===== config.mk =====
export PLATFORM = sky130hd
export DESIGN_NAME = sbox
export DESIGN_NICKNAME = d
export VERILOG_FILES = /design/src/rtl/sbox_pkg.sv /design/src/rtl/sbox_cfg_chain.sv /design/src/rtl/sbox_track.sv /design/src/rtl/sbox.sv
export SDC_FILE = /design/constraint.sdc
export NUM_CORES = 1
export LEC_CHECK = 0
export BUFFER_PORTS_ARGS = -buffer_cell sky130_fd_sc_hd__clkbuf_2
export CORE_AREA = 2 2 79 81
export CTS_BUF_LIST = sky130_fd_sc_hd__clkbuf_8
export CTS_CLUSTER_SIZE = 8
export DETAILED_ROUTE_END_ITERATION = 7
export DIE_AREA = 0 0 81 83
export SKIP_CTS_REPAIR_TIMING = 1
export SLEW_MARGIN = 20
export SYNTH_ARGS = -nofsm -noshare
export SYNTH_HDL_FRONTEND = slang
export SYNTH_HIERARCHICAL = 1
export SYNTH_SLANG_ARGS = --single-unit

===== constraint.sdc =====
create_clock -name config_clk -period 1.7 [get_ports config_clk]
set_input_delay 0.085 -clock config_clk [delete_from_list [all_inputs] [get_ports config_clk]]
set_output_delay 0.085 -clock config_clk [all_outputs]
set_load 0.02 [all_outputs]

===== src/rtl/sbox_pkg.sv =====
package sbox_pkg;

    localparam int SIDES     = 4;
    localparam int PAIRS     = 6;
    localparam int TRK_BITS  = 2 * PAIRS + 1;
    localparam int BYP_OFS   = 2 * PAIRS;

    typedef enum logic [1:0] {
        SIDE_N = 2'd0,
        SIDE_E = 2'd1,
        SIDE_S = 2'd2,
        SIDE_W = 2'd3
    } side_e;

    // Pair index for two distinct sides, independent of argument order.
    function automatic int pair_of(input int a, input int b);
        int lo;
        int hi;
        lo = (a < b) ? a : b;
        hi = (a < b) ? b : a;
        if (lo == 0)      return hi - 1;
        else if (lo == 1) return hi + 1;
        else              return 5;
    endfunction

    // Side across the box, used by bypass tracks.
    function automatic int opposite(input int s);
        return (s + 2) % SIDES;
    endfunction

endpackage


===== src/rtl/sbox_cfg_chain.sv =====
module sbox_cfg_chain #(
    parameter int LEN = 39
) (
    input  logic           clk,
    input  logic           rst_n,
    input  logic           shift_en,
    input  logic           din,
    output logic [LEN-1:0] bits,
    output logic           dout
);

    typedef struct packed {
        logic [LEN-1:0] sr;
    } chain_t;

    chain_t chain_d;
    chain_t chain_q;

    always_comb begin
        chain_d = chain_q;
        if (shift_en) begin
            chain_d.sr = {chain_q.sr[LEN-2:0], din};
        end
    end

    always_ff @(posedge clk or negedge rst_n) begin
        if (!rst_n) begin
            chain_q <= '0;
        end else begin
            chain_q <= chain_d;
        end
    end

    assign bits = chain_q.sr;
    assign dout = chain_q.sr[LEN-1];

endmodule


===== src/rtl/sbox_track.sv =====
module sbox_track
    import sbox_pkg::*;
(
    input  logic [TRK_BITS-1:0] cfg,
    input  logic                active,
    input  logic [SIDES-1:0]    tin,
    output logic [SIDES-1:0]    tout,
    output logic                err
);

    logic [SIDES-1:0] route_val;
    logic [SIDES-1:0] multi;
    logic             byp;

    assign byp = cfg[BYP_OFS];

    always_comb begin
        route_val = '0;
        multi     = '0;
        for (int d = 0; d < SIDES; d++) begin
            logic [2:0] cnt;
            logic       found;
            cnt   = '0;
            found = 1'b0;
            for (int s = 0; s < SIDES; s++) begin
                if (s != d) begin
                    logic en;
                    logic dir;
                    logic toward;
                    en     = cfg[2 * pair_of(s, d)];
                    dir    = cfg[2 * pair_of(s, d) + 1];
                    toward = (s < d) ? !dir : dir;
                    if (en && toward) begin
                        cnt = cnt + 3'd1;
                        if (!found) begin
                            route_val[d] = tin[s];
                            found        = 1'b1;
                        end
                    end
                end
            end
            multi[d] = (cnt > 3'd1);
        end
    end

    always_comb begin
        tout = '0;
        if (active) begin
            if (byp) begin
                for (int d = 0; d < SIDES; d++) begin
                    tout[d] = tin[opposite(d)];
                end
            end else begin
                tout = route_val;
            end
        end
    end

    assign err = active && !byp && (|multi);

endmodule


===== src/rtl/sbox.sv =====
module sbox
    import sbox_pkg::*;
#(
    parameter int W = 3
) (
    input  logic             config_clk,
    input  logic             rst_n,
    input  logic             cfg_shift_en,
    input  logic             config_in,
    output logic             config_out,
    input  logic             config_done,
    input  logic [4*W-1:0]   trk_in,
    output logic [4*W-1:0]   trk_out,
    output logic             cfg_err
);

    localparam int CFG_LEN = TRK_BITS * W;

    logic [CFG_LEN-1:0] cfg_bits;
    logic [W-1:0]       trk_err;

    sbox_cfg_chain #(.LEN(CFG_LEN)) u_chain (
        .clk      (config_clk),
        .rst_n    (rst_n),
        .shift_en (cfg_shift_en),
        .din      (config_in),
        .bits     (cfg_bits),
        .dout     (config_out)
    );

    for (genvar t = 0; t < W; t++) begin : g_trk
        logic [SIDES-1:0] tin_t;
        logic [SIDES-1:0] tout_t;

        for (genvar s = 0; s < SIDES; s++) begin : g_side
            assign tin_t[s]        = trk_in[s*W + t];
            assign trk_out[s*W + t] = tout_t[s];
        end

        sbox_track u_trk (
            .cfg    (cfg_bits[t*TRK_BITS +: TRK_BITS]),
            .active (config_done),
            .tin    (tin_t),
            .tout   (tout_t),
            .err    (trk_err[t])
        );
    end

    assign cfg_err = |trk_err;

endmodule


==> metrics.txt <==
failing checks setup timing; Die Area 0.00672 sq mm; Post-route DRC 0; status complete, but fails checks; Total Routing Usage GR 0.182; Max Slew Vio Count 0; CP Class register to output port; chip width 81 microns; crit path max-delay cell type dfrtp_2; number of global-route vias before repair 2,029; GP Congestion 0.811; largest net degree at the start of global routing 40; post-route ant nets 0; Cells after DPL 376; Via density 5.69; Detailed Route WL 6380 microns; Filler Cells Inserted 479; final worst-path cycle share 1.19; Core ar. 0.00582 sq mm; CTS buffer count 5; Power Density 1400 mW/mm^2; fmax 0.494 GHz; Synth cell types 31; Clock transition at path regs 0.08 ns; Cell Rows 28; count of pins on the block boundary 31; Synth Register Bits 39; Synth Area per Inst 10.6 sq um; clk_skew 0.00532 ns; Chip Height 83 microns; Final Hold Viols 0; Area Growth Syn to Fin 45.2%; Critical Path Start Type register; initial antenna violation count 0; Setup crit end kind output port; layout cells sized above 1 0.614; TNS Setup -2.19 ns; max reg flops 39; # port buffers 30; max-cap violation count 0; CP Cell Sequence a22oi_2, o22ai_1, a221oi_2, a211oi_2, or3_4, buf_6; DPL Wire Length 4230 microns; Ys Warns 6; starting DRC count in detailed routing 94; Worst Max-Slew Pin Slew 0.521 ns; WHS 0.0256 ns; critical path data required time 1.62 ns; min Tclk post-route 2.02 ns; Worst R2R Start u_chain/bits[29]$_DFFE_PN0P_; hold_sp config_in; clk sinks 39; Mapped Cells 240; Slowest Stage Delay on Critical Path 0.47 ns; CP arrival 1.94 ns; Congestion Overflow GR 0; Critical Path Fanout Max 7; Final setup viols 13; HP Class primary input to register; dpl ws -0.118 ns; Post-Layout Cell Count 396; Worst Setup SP u_chain/bits[33]$_DFFE_PN0P_; diode count 0; post-synthesis instance area 0.00253 sq mm; TritonCTS clock tree done; maximum vdd ir drop 809 uV; Layout Nets 349; CTS max path bufs 2; Final WS setup -0.323 ns; first-pass GRT wire length 9660 microns; initial core utilization 0.435; EDFF count, synth 0; H-tree levels 2; sequential fraction of the synthesis area 0.385; CTS Root Cell clkbuf_8; Leakage 1.54 nW; DR vias 2,253; Slew HR 0.653; Pre-antenna DRT Iters 4; dominant synthesized flop cell dfrtp_1; unrepaired setup endpoints after global routing yes; clk_lat worst skew 0.29 ns; final core utilization 0.632; Post-Syn Nets 269; wire per inst 16.1 microns; Async S/R FF share, synth 1.00
[cell usage in the layout (no fill, tap or decap), drive strengths merged]
cell,count
inv,6
o221a,3
buf,63
nand3b,12
a21oi,6
or3,1
o22ai,3
a311oi,3
clkbuf,22
a22oi,6
nand4b,3
ha,12
nor2,12
clkinv,3
nand2b,15
a311o,6
dfrtp,39
dlygate4sd3,1
a211oi,3
a31oi,9
nand3,18
nand4,6
o21ai,6
a221oi,3
mux2,39
nand2,18
o211ai,3
[per-stage QoR]
stage | total power, W | cell area [sq um]
4_1_cts | 0.00433 | 3140
5_1_grt | 0.00550 | 3680
3_3_place_gp | 0.00368 | 3050
2_1_floorplan | 0.00285 | 2550
3_5_place_dp | 0.00371 | 3050
6_report | 0.00514 | 3680
[area by class of cell]
type                    count  area [sq um]  area share
multi-input cells         187          1830       0.499
flip-flops and latches     39           996       0.271
repair buffers             81           647       0.176
well taps                  75          93.8      0.0255
clock buffers               5          68.8      0.0187
inverters                   6          22.5     0.00612
clock inverters             3          15.0     0.00408
[layer usage]
| layer | up-vias | share of wire | GRT usage |
|---|---|---|---|
| met3 | 12 | 0.033 | 0.0435 |
| met2 | 52 | 0.50 | 0.281 |
| met5 | - | 0 | 0 |
| li1 | 1080 | - | - |
| met4 | 0 | 0.014 | 0.0539 |
| met1 | 1109 | 0.46 | 0.251 |
[worst max-delay path: cells and delay by family, from the launching register on]
| family | cells | cell delay [ns] |
|---|---|---|
| buffers and inverters | 1 | 0.14 |
| and+or+nand+nor | 1 | 0.35 |
| DFF | 1 | 0.47 |
| AOI/OAI and AO/OA | 4 | 0.69 |
[cells by family after synthesis]
family / Yosys count / synth area share
flops: 39 / 0.385
simple gates: 85 / 0.183
mux: 39 / 0.188
compound gates: 51 / 0.151
buf+inv: 14 / 0.0326
fa+ha+maj: 12 / 0.0593
[path summary, 6_finish.rpt]
| check | to | slack (ns) | cells past startpoint |
|---|---|---|---|
| min | u_chain/bits[0]$_DFFE_PN0P_ | 0.03 | 2 |
| max in group asynchronous | u_chain/bits[15]$_DFFE_PN0P_ | 0.89 | 3 |
| max reg2reg | u_chain/bits[30]$_DFFE_PN0P_ | 0.51 | 4 |
| min in group asynchronous | u_chain/bits[34]$_DFFE_PN0P_ | 0.29 | 2 |
| min reg2reg | u_chain/bits[7]$_DFFE_PN0P_ | 0.59 | 1 |
| max | cfg_err | -0.32 | 6 |
[power breakdown]
part | internal (W) | switching, W | total (W)
Combinational | 0.00161 | 0.00112 | 0.00273
Clock | 0.000281 | 0.000337 | 0.000618
Sequential | 0.00125 | 0.000542 | 0.00179
Total | 0.00314 | 0.00200 | 0.00514
[Yosys cell counts, types with 6 or more instances]
cell type	n	area, sq um
a311o_1	6	60.1
nand3b_1	12	90.1
mux2_4	10	150
nand2_1	18	67.6
nand3_1	18	90.1
mux2_2	29	327
ha_1	12	150
a22oi_1	6	45.0
a31oi_1	9	56.3
nand2b_1	12	75.1
nor2_1	12	45.0
nand4_1	6	37.5
inv_1	6	22.5
dfrtp_1	39	976
No activity file was read; power rests on OpenSTA's default activity.
